<file path="config.mk">
export PLATFORM = sky130hd
export DESIGN_NAME = segdac_decoder
export DESIGN_NICKNAME = d
export VERILOG_FILES = /design/src/rtl/segdac_pkg.sv /design/src/rtl/segdac_fmt_map.sv /design/src/rtl/segdac_thermo.sv /design/src/rtl/segdac_decoder.sv
export SDC_FILE = /design/constraint.sdc
export NUM_CORES = 1
export LEC_CHECK = 0
export ABC_AREA = 0
export BUFFER_PORTS_ARGS = -buffer_cell sky130_fd_sc_hd__buf_4
export CAP_MARGIN = 10
export CORE_ASPECT_RATIO = 1.2
export CORE_MARGIN = 2
export CORE_UTILIZATION = 43
export DETAILED_ROUTE_END_ITERATION = 6
export PLACE_DENSITY = 0.84
export RECOVER_POWER = 50
export SYNTH_ARGS = -nofsm -noshare
export SYNTH_HDL_FRONTEND = slang
export SYNTH_SLANG_ARGS = --single-unit
</file>
<file path="constraint.sdc">
create_clock -name clk -period 1.1 [get_ports clk]
set_input_delay 0.22 -clock clk [delete_from_list [all_inputs] [get_ports clk]]
set_output_delay 0.22 -clock clk [all_outputs]
set_load 0.02 [all_outputs]
</file>
<file path="src/rtl/segdac_pkg.sv">
package segdac_pkg;
  typedef enum logic [1:0] {
    FMT_STRAIGHT = 2'b00,
    FMT_OFFSET   = 2'b01,
    FMT_TWOS     = 2'b10,
    FMT_OFFSET_B = 2'b11
  } code_fmt_e;
endpackage

</file>
<file path="src/rtl/segdac_fmt_map.sv">
module segdac_fmt_map
  import segdac_pkg::*;
#(
  parameter int WORD_W = 16
) (
  input  logic [WORD_W-1:0] raw_code,
  input  code_fmt_e         fmt,
  output logic [WORD_W-1:0] norm_code
);
  // two's complement becomes offset binary by flipping the sign bit
  always_comb begin
    norm_code = raw_code;
    if (fmt == FMT_TWOS) norm_code[WORD_W-1] = ~raw_code[WORD_W-1];
  end
endmodule

</file>
<file path="src/rtl/segdac_thermo.sv">
module segdac_thermo #(
  parameter int SEL_W   = 4,
  localparam int LINE_N = (1 << SEL_W) - 1
) (
  input  logic [SEL_W-1:0]  level,
  output logic [LINE_N-1:0] lines
);
  for (genvar i = 0; i < LINE_N; i++) begin : g_line
    localparam logic [SEL_W:0] IDX = (SEL_W + 1)'(i);
    assign lines[i] = ({1'b0, level} > IDX);
  end
endmodule

</file>
<file path="src/rtl/segdac_decoder.sv">
module segdac_decoder
  import segdac_pkg::*;
#(
  parameter int WORD_W  = 16,
  parameter int SEG_SEL = 4,
  localparam int LAD_W  = WORD_W - SEG_SEL,
  localparam int SEG_N  = (1 << SEG_SEL) - 1
) (
  input  logic              clk,
  input  logic              rst,
  input  logic [WORD_W-1:0] code_in,
  input  logic [1:0]        mode_in,
  output logic [SEG_N-1:0]  seg_o,
  output logic [LAD_W-1:0]  lad_o,
  output logic              carry_o
);
  logic [WORD_W-1:0]  norm_code;
  logic [SEG_N-1:0]   seg_next;
  logic [SEG_SEL-1:0] lvl_next;
  logic [SEG_SEL-1:0] lvl_q;

  segdac_fmt_map #(.WORD_W(WORD_W)) u_map (
    .raw_code (code_in),
    .fmt      (code_fmt_e'(mode_in)),
    .norm_code(norm_code)
  );

  assign lvl_next = norm_code[WORD_W-1 -: SEG_SEL];

  segdac_thermo #(.SEL_W(SEG_SEL)) u_thermo (
    .level(lvl_next),
    .lines(seg_next)
  );

  always_ff @(posedge clk) begin
    if (rst) begin
      seg_o   <= '0;
      lad_o   <= '0;
      carry_o <= 1'b0;
      lvl_q   <= '0;
    end else begin
      seg_o   <= seg_next;
      lad_o   <= norm_code[LAD_W-1:0];
      carry_o <= (lvl_next != lvl_q);
      lvl_q   <= lvl_next;
    end
  end

  AST_RST_CLEAR: assert property (@(posedge clk)
    rst |=> (seg_o == '0) && (lad_o == '0) && !carry_o);

  AST_SEG_FILL: assert property (@(posedge clk) disable iff (rst)
    ((seg_o & (seg_o + 1'b1)) == '0));

  AST_LAD_PASS: assert property (@(posedge clk) disable iff (rst)
    !rst |=> lad_o == $past(code_in[LAD_W-1:0]));

  AST_TWOS_FLIP: assert property (@(posedge clk) disable iff (rst)
    (!rst && mode_in == 2'b10) |=>
      $countones(seg_o) == $past({~code_in[WORD_W-1], code_in[WORD_W-2 -: SEG_SEL-1]}));

  AST_CARRY_EDGE: assert property (@(posedge clk) disable iff (rst)
    !rst |=> carry_o == (seg_o != $past(seg_o)));
endmodule

</file>
Word-level counts from Yosys, hierarchy flattened:

Index checks and enable logic that the tools add are counted.

* magnitude comparators: 15
* eq/ne operators: 2
* multiplexer cells: 1
* bitwise logic cells: 1

Operators with widths (number)
* > comparator 4 bit (second input constant): 7
* > comparator 4 x 3 -> 1 bit (second input constant): 4
* > comparator 4 x 1 -> 1 bit (second input constant): 2
* > comparator 4 x 2 -> 1 bit (second input constant): 2
* inequality test 4 bit: 1
* == test 2 bit (second input constant): 1
* 2-to-1 mux 1 bit: 1
* NOT 1 bit: 1

* bits in registers: 32
* input bits: 20
* word-level logic and storage cells: 23

Depth between registers and ports, before layout:

Gate-level depths: netlist of the first run.

* depth after elaboration: 3
* gate-level depth with buffers: 4
* mapped depth without buffers: 3

Hierarchy:

A second synthesis of the first run with hierarchy kept.

* cell total of the unflattened synthesis: 112
* area, all modules: 1191.1 µm²

Modules (own cells, without submodules)
* segdac_decoder: times used 1, cells an instance 71, area an instance 908.4 µm², seq. area each 640.6 µm²
* segdac_fmt_map: times used 1, cells an instance 17, area an instance 142.6 µm², seq. area each 0.0 µm²
* segdac_thermo: times used 1, cells an instance 24, area an instance 140.1 µm², seq. area each 0.0 µm²

Worst setup path after synthesis of the first run:

No wires, ideal clock.

* kind: register -> register
* start: register lvl_q[3]
* end: register carry_o
* library setup time: 0.077 ns
* data arrival time: 0.839 ns
* setup slack: 0.184 ns
* cell stages (with the launch flop): 3
* period minus slack after synthesis: 0.916 ns
* cell sequence: dfxtp_1 > xnor3_1 > a41oi_2

* word-level cells in the longest chain between the ends: 1

RTL lines
* start, declared: RTL line segdac_decoder.sv:20 `logic [SEG_SEL-1:0] lvl_q;`
* start signal, assigned: RTL line segdac_decoder.sv:45 `lvl_q <= lvl_next;`
* inequality test 4 bit: RTL line segdac_decoder.sv:44 `carry_o <= (lvl_next != lvl_q);`
* end signal, assigned: RTL line segdac_decoder.sv:44
* end, declared: RTL line segdac_decoder.sv:15 `output logic carry_o`

No other way between the ends.
A chain may end at the register's enable or synchronous reset.

Worst setup path after layout of the first run:

* start: register lad_o[5]
* end: output lad_o[5]

RTL lines
* start, declared: RTL line segdac_decoder.sv:14 `output logic [LAD_W-1:0] lad_o,`
* start signal, assigned: RTL line segdac_decoder.sv:43 `lad_o <= norm_code[LAD_W-1:0];`

No word-level cell between the ends.

==> results.py, run 1 <==
metrics = {
    "outcome": {
        "outcome": "finished clean",
    },
    "grt": {
        "grt_pass1_wl_um": 2860,
        "grt_usage_pct": 16.0,
        "antenna_found_initial": 0,
        "grt_start_max_net_pins": 17,
        "overflow": 0,
        "grt_pass1_vias": 651,
    },
    "hold_path": {
        "worstHoldStart": "code_in[1]",
        "hold_class": "in2reg",
        "min_path_cells": 2,
        "hold-path-endpoint": "lad_o[1]",
    },
    "critical_path": {
        "timing.rr.end": "carry_o",
        "critPathRequiredTime_ps": 880,
        "critPathTopFamily": "flip-flops",
        "worstPathMaxFanout": 1,
        "crit_path_start_kind": "register",
        "cp_cell_sequence": "buf_4",
        "reg2reg_depth": 2,
        "critPathKind": "reg2out",
        "timing.rr.start": "lvl_q[3]",
        "cp.arrival_ps": 790,
        "max_stage_delay_ps": 330,
        "path_buf_inv": 1,
        "worst-r2r-setup-slack_ps": 120,
        "slowest_stage": "dfxtp_1",
        "crit_path_end_kind": "output pin",
    },
    "synth": {
        "yosys.cell_types.count": 21,
        "synthArstFlopShare_pct": 0,
        "synth_cells": 81,
        "synth.area.top_cells": "dfxtp_1 66%, nor2b_1 9.6%, nor2_1 2.7%",
        "synth_seq_cells": 32,
        "synth_ff_type": "dfxtp_1",
        "synth_nets": 101,
        "synth_top_cell_by_area": "dfxtp_1",
        "ys_warn_count": 0,
        "syn_area_per_cell_um2": 12.0,
        "synth_edf_count": 0,
        "synth.most_common_cell": "dfxtp_1",
        "synthTopCellsByCount": "32 x dfxtp_1, 15 x nor2b_1, 7 x nor2_1",
        "syn_area_um2": 975,
        "synth_top_area_share_pct": 65.7,
        "ys_seq_area_share_pct": 65.7,
    },
    "final_layout": {
        "num-fill-cells": 172,
        "area_growth_pct": 48.3,
        "layout.cells.non_filler": 165,
        "nets": 154,
        "drive_above_1_share_pct": 42.2,
        "n_antenna_cell": 0,
        "seq_area_um2": 641,
        "multi_input_area_um2": 295,
    },
    "routing": {
        "drtPass1Iterations": 4,
        "drt_wl_total_um": 1820,
        "avgRoutedWirePerCell_um": 11.0,
        "drt_iter0_markers": 8,
        "drc_errors": 0,
        "dr.max_layer_used": "met4",
        "met2_length_um": 916,
        "wirelength_met1_um": 664,
        "viasPerCell": 4.38,
        "wl_met3_um": 197,
        "postRouteAntennaNets": 0,
        "via_count": 723,
    },
    "timing": {
        "finalSetupViolCount": 0,
        "fin_crit_sh_pct": 91.8,
        "rsz0062_at_grt": "no",
        "slew_headroom_pct": 66.6,
        "timing.final.ws_setup_ps": 90.6,
        "tightest_slew_ps": 502,
        "fin_crit_ps": 1010,
        "finalMaxSlewViolations": 0,
        "tns_ps": 0,
        "whs_ps": 96.1,
        "worst_clock_skew_ps": 6.94,
        "fmax_mhz": 991,
        "finalHoldViolCount": 0,
    },
    "job": {
        "maxCapViolCount": 0,
    },
    "placement": {
        "dp.cells": 157,
        "dpl.hpwl_um": 1370,
        "routabilityCongestion": 0.753,
        "dp_slack_ps": 10.4,
        "port_buffers": 47,
    },
    "clock_tree": {
        "cts_tree": "yes",
        "clockBufferDepth": 2,
        "root_buffer": "clkbuf_4",
        "cts_hold_buf": 0,
        "cts_max_level": 2,
        "cts_setup_buffers": 0,
        "cts-resized-gates": 0,
        "clkTransAtPathRegs_ps": 90,
        "cts.sinks": 32,
        "insertion_delay_ps": 330,
        "cts_buffers": 5,
    },
    "die": {
        "start_util_pct": 46.5,
        "ioPinCount": 48,
        "die_h_um": 56.2,
        "rows": 18,
        "core_area_um2": 2090,
        "dieWidth_um": 47.5,
        "die_area_um2": 2670,
    },
    "pwr": {
        "cellLeakagePower_nw": 0.668,
        "vdd.ir_drop.worst_uv": 1360,
        "finalPower_w": 0.00262,
        "power.density_nw_per_um2": 1810,
    },
}
-- worst max path at each step --
stage                   start        end  slack, ps  cells after the start
finish               lad_o[5]   lad_o[5]         90                      1
global route        seg_o[14]  seg_o[14]         30                      1
CTS                  seg_o[3]   seg_o[3]         70                      1
detailed placement        rst  seg_o[12]         10                      4
global placement          rst  seg_o[12]         20                      4
floorplan            lvl_q[3]    carry_o        180                      2
-- through the flow --
step	util [%]	instance area, um^2
6_report	69.0	1450
3_5_place_dp	65.7	1380
5_1_grt	69.0	1450
3_3_place_gp	65.7	1380
4_1_cts	70.2	1470
2_1_floorplan	-	975
-- layout make-up --
cell class              count  area share [%]
repair buffers             50            25.8
flip-flops and latches     32            44.3
multi-input cells          44            20.4
clock buffers               7            4.50
well taps                  30            2.60
clock inverters             1            2.08
inverters                   1           0.260
-- registers in the layout (all words and copies together), names as in the netlist --
register  cells
carry_o       1
lad_o        12
lvl_q         4
seg_o        15
-- logic make-up (layout without fill, tap and decap cells) --
| kind of cell | after synthesis | after routing | synth area share [%] |
|---|---|---|---|
| compound gates | 10 | 10 | 6.80 |
| xor+xnor | 5 | 5 | 6.68 |
| flops | 32 | 32 | 65.7 |
| buf+inv | 5 | 59 | 2.95 |
| simple gates | 29 | 29 | 17.8 |
-- placed cells by master (no fill, tap or decap), drive strengths merged --
cell,instances
nand2,1
clkbuf,11
o211ai,1
nand3,1
bufinv,1
o21bai,1
nor3,3
a41oi,1
xnor3,1
o21ai,5
buf,46
dfxtp,32
nand2b,1
inv,1
xnor2,4
a21oi,2
nor2,7
nor2b,16
-- report_power, final --
| part | internal, W | total (W) | switching (W) |
|---|---|---|---|
| registers | 0.00124 | 0.00126 | 0.0000207 |
| clock network | 0.000603 | 0.000975 | 0.000372 |
| logic | 0.000193 | 0.000389 | 0.000196 |
-- worst register-to-register path, delay by kind of cell, from the launching register on --
| kind | cells | cell delay [ps] |
|---|---|---|
| xor+xnor | 1 | 390 |
| flops | 1 | 330 |
| compound gates | 1 | 180 |
-- metal layers --
layer / GRT usage [%] / vias up
met2: 24.3 / 34
met5: 0 / -
met4: 8.33 / 0
met3: 10.7 / 6
met1: 15.9 / 320
li1: - / 363
(Power assumes the default switching activity.)
==> run 2: changes to the inputs <==
--- a/config.mk
+++ b/config.mk
@@ -10,10 +10,11 @@
 export CAP_MARGIN = 10
 export CORE_ASPECT_RATIO = 1.2
 export CORE_MARGIN = 2
-export CORE_UTILIZATION = 43
+export CORE_UTILIZATION = 45
 export DETAILED_ROUTE_END_ITERATION = 6
-export PLACE_DENSITY = 0.84
+export PLACE_DENSITY = 0.83
 export RECOVER_POWER = 50
 export SYNTH_ARGS = -nofsm -noshare
 export SYNTH_HDL_FRONTEND = slang
+export SYNTH_HIERARCHICAL = 1
 export SYNTH_SLANG_ARGS = --single-unit
==> run 2 against run 1 <==
Against the previous run: highest routed layer unchanged; critical path type unchanged; critical endpoint unchanged; largest cell class unchanged; sequential share of layout area is 1.6 points lower; global-route usage is 3.3 points lower; setup slack better by 8.6 ps; clock skew is 2.0 ps lower; hold slack better by 7.1 ps.
==> results.py, run 2 <==
metrics = {
    "critical_path": {
        "slowest_stage": "dfxtp_1",
        "worstPathMaxFanout": 1,
        "path_buf_inv": 1,
        "worst-r2r-setup-slack_ps": 340,
        "crit_path_start_kind": "register",
        "crit_cells": 1,
        "cp_cell_sequence": "buf_4",
        "critPathKind": "reg2out",
        "reg2reg_depth": 2,
        "critPathRequiredTime_ps": 880,
        "max_stage_delay_ps": 310,
        "timing.rr.end": "carry_o",
        "timing.rr.start": "lvl_q[0]",
        "critPathTopFamily": "flip-flops",
        "cp.arrival_ps": 780,
        "worstSetupEndpoint": "lad_o[5]",
        "startpoint": "lad_o[5]",
        "crit_path_end_kind": "output pin",
    },
    "clock_tree": {
        "cts-resized-gates": 0,
        "cts.sinks": 32,
        "root_buffer": "clkbuf_4",
        "cts_hold_buf": 0,
        "clockBufferDepth": 2,
        "cts_tree": "yes",
        "insertion_delay_ps": 320,
        "cts_setup_buffers": 0,
        "clkTransAtPathRegs_ps": 90,
        "cts_max_level": 2,
        "cts_buffers": 5,
    },
    "die": {
        "die_h_um": 60.4,
        "ioPinCount": 48,
        "die_area_um2": 3080,
        "core_area_um2": 2530,
        "dieWidth_um": 51.0,
        "start_util_pct": 47.1,
        "rows": 20,
    },
    "synth": {
        "synth_cells": 112,
        "yosys.cell_types.count": 22,
        "syn_area_um2": 1190,
        "ys_warn_count": 6,
        "synth_top_cell_by_area": "dfxtp_1",
        "synth_nets": 132,
        "synthTopCellsByCount": "32 x dfxtp_1, 32 x nor2b_1, 18 x buf_4",
        "synth_ff_type": "dfxtp_1",
        "synth_edf_count": 0,
        "synth_top_area_share_pct": 53.8,
        "synth_seq_cells": 32,
        "synth.area.top_cells": "dfxtp_1 54%, nor2b_1 17%, buf_4 11%",
        "synthArstFlopShare_pct": 0,
        "syn_area_per_cell_um2": 10.6,
        "ys_seq_area_share_pct": 53.8,
    },
    "final_layout": {
        "multi_input_area_um2": 388,
        "reg.largest.list": "seg_o: 15 flops, lad_o: 12 flops, lvl_q: 4 flops",
        "num-fill-cells": 212,
        "seq_area_um2": 641,
        "largest_reg_flops": 15,
        "most-common-layout-cells": "45 x buf_4, 32 x nor2b_1, 32 x dfxtp_1",
        "nets": 165,
        "area_growth_pct": 25.9,
        "layout.cells.non_filler": 178,
        "n_antenna_cell": 0,
        "postLayoutCellArea_um2": 1500,
        "regMostFlops": "seg_o",
        "final_common_cell": "buf_4",
        "drive_above_1_share_pct": 42.8,
    },
    "pwr": {
        "p_seq_share_pct": 53.3,
        "finalPower_w": 0.00234,
        "clock_power_share_pct": 29.9,
        "power.density_nw_per_um2": 1560,
        "power.internal_w": 0.00179,
        "switchingPower_w": 0.000547,
        "pwr-share-comb_pct": 16.8,
        "cellLeakagePower_nw": 0.689,
        "vdd.ir_drop.worst_uv": 973,
        "switching_share_pct": 23.4,
    },
    "grt": {
        "grt_pass1_wl_um": 2700,
        "grt_start_max_net_pins": 33,
        "antenna_found_initial": 0,
        "grt_usage_pct": 12.7,
        "grt_pass1_vias": 634,
        "overflow": 0,
    },
    "placement": {
        "port_buffers": 47,
        "place_area_um2": 1440,
        "routabilityCongestion": 0.769,
        "dp.cells": 171,
        "dp_slack_ps": -176,
        "dpl.hpwl_um": 1260,
    },
    "routing": {
        "drt_iter0_markers": 3,
        "drt_wl_total_um": 1670,
        "avgRoutedWirePerCell_um": 9.38,
        "viasPerCell": 4.24,
        "drc_errors": 0,
        "drtPass1Iterations": 3,
        "via_count": 754,
        "postRouteAntennaNets": 0,
    },
    "timing": {
        "fin_crit_sh_pct": 91.0,
        "worst_clock_skew_ps": 4.95,
        "timing.final.ws_setup_ps": 99.1,
        "finalMaxSlewViolations": 0,
        "finalSetupViolCount": 0,
        "slew_headroom_pct": 60.7,
        "fin_crit_ps": 1000,
        "fmax_mhz": 999,
        "tns_ps": 0,
        "tightest_slew_ps": 590,
        "finalHoldViolCount": 0,
        "rsz0062_at_grt": "no",
    },
    "job": {
        "maxCapViolCount": 0,
    },
    "hold_path": {
        "hold_class": "in2reg",
    },
    "outcome": {
        "outcome": "finished clean",
    },
}
-- run 2: metal layers --
metal	wire (um)	GRT usage, %	up-vias	part of all wire [%]
li1	-	-	394	-
met1	613	11.2	327	37
met2	856	22.3	28	51
met3	132	5.17	5	7.9
met4	68	11.6	0	4.1
met5	0	0	-	0
-- run 2: worst min-delay path by stage --
stage / endpoint / depth (start not counted) / from / slack [ps]
floorplan: lad_o[11] / 1 / rst / 290
global placement: lad_o[2] / 2 / code_in[2] / 430
detailed placement: lad_o[1] / 2 / code_in[1] / 440
CTS: lad_o[11] / 2 / code_in[11] / 90
global route: lad_o[2] / 2 / code_in[2] / 90
finish: lad_o[11] / 2 / code_in[11] / 100
-- run 2: through the flow --
stage          utilization [%]  hold WS, ps
6_report                  59.4          103
5_1_grt                   59.4         94.7
4_1_cts                   59.5         86.6
3_5_place_dp              56.9          437
3_3_place_gp              56.9          429
2_1_floorplan                -          292
-- run 2: final cells by class --
| cell class | instances | area share (%) |
|---|---|---|
| Timing Repair Buffer | 48 | 23.9 |
| Multi-Input combinational cell | 56 | 25.9 |
| Tap cell | 33 | 2.75 |
| Inverter | 2 | 0.500 |
| Clock buffer | 7 | 4.34 |
| Sequential cell | 32 | 42.7 |
-- run 2: power groups by stage --
stage,Sequential (W),Clock (W),Combinational [W]
final,0.00125,0.000699,0.000394
after global routing,0.00125,0.000784,0.000427
after CTS,0.00125,0.000731,0.000400
after detailed placement,0.00128,0,0.000400
after global placement,0.00127,0,0.000392
after floorplan,0.00136,0,0.000201
-- run 2: logic make-up (layout without fill, tap and decap cells) --
group | Yosys count | in the layout | synth area share (%)
xor+xnor | 5 | 5 | 4.31
buf+inv | 24 | 57 | 14.6
flops | 32 | 32 | 53.8
simple gates | 44 | 44 | 22.2
compound gates | 7 | 7 | 5.15
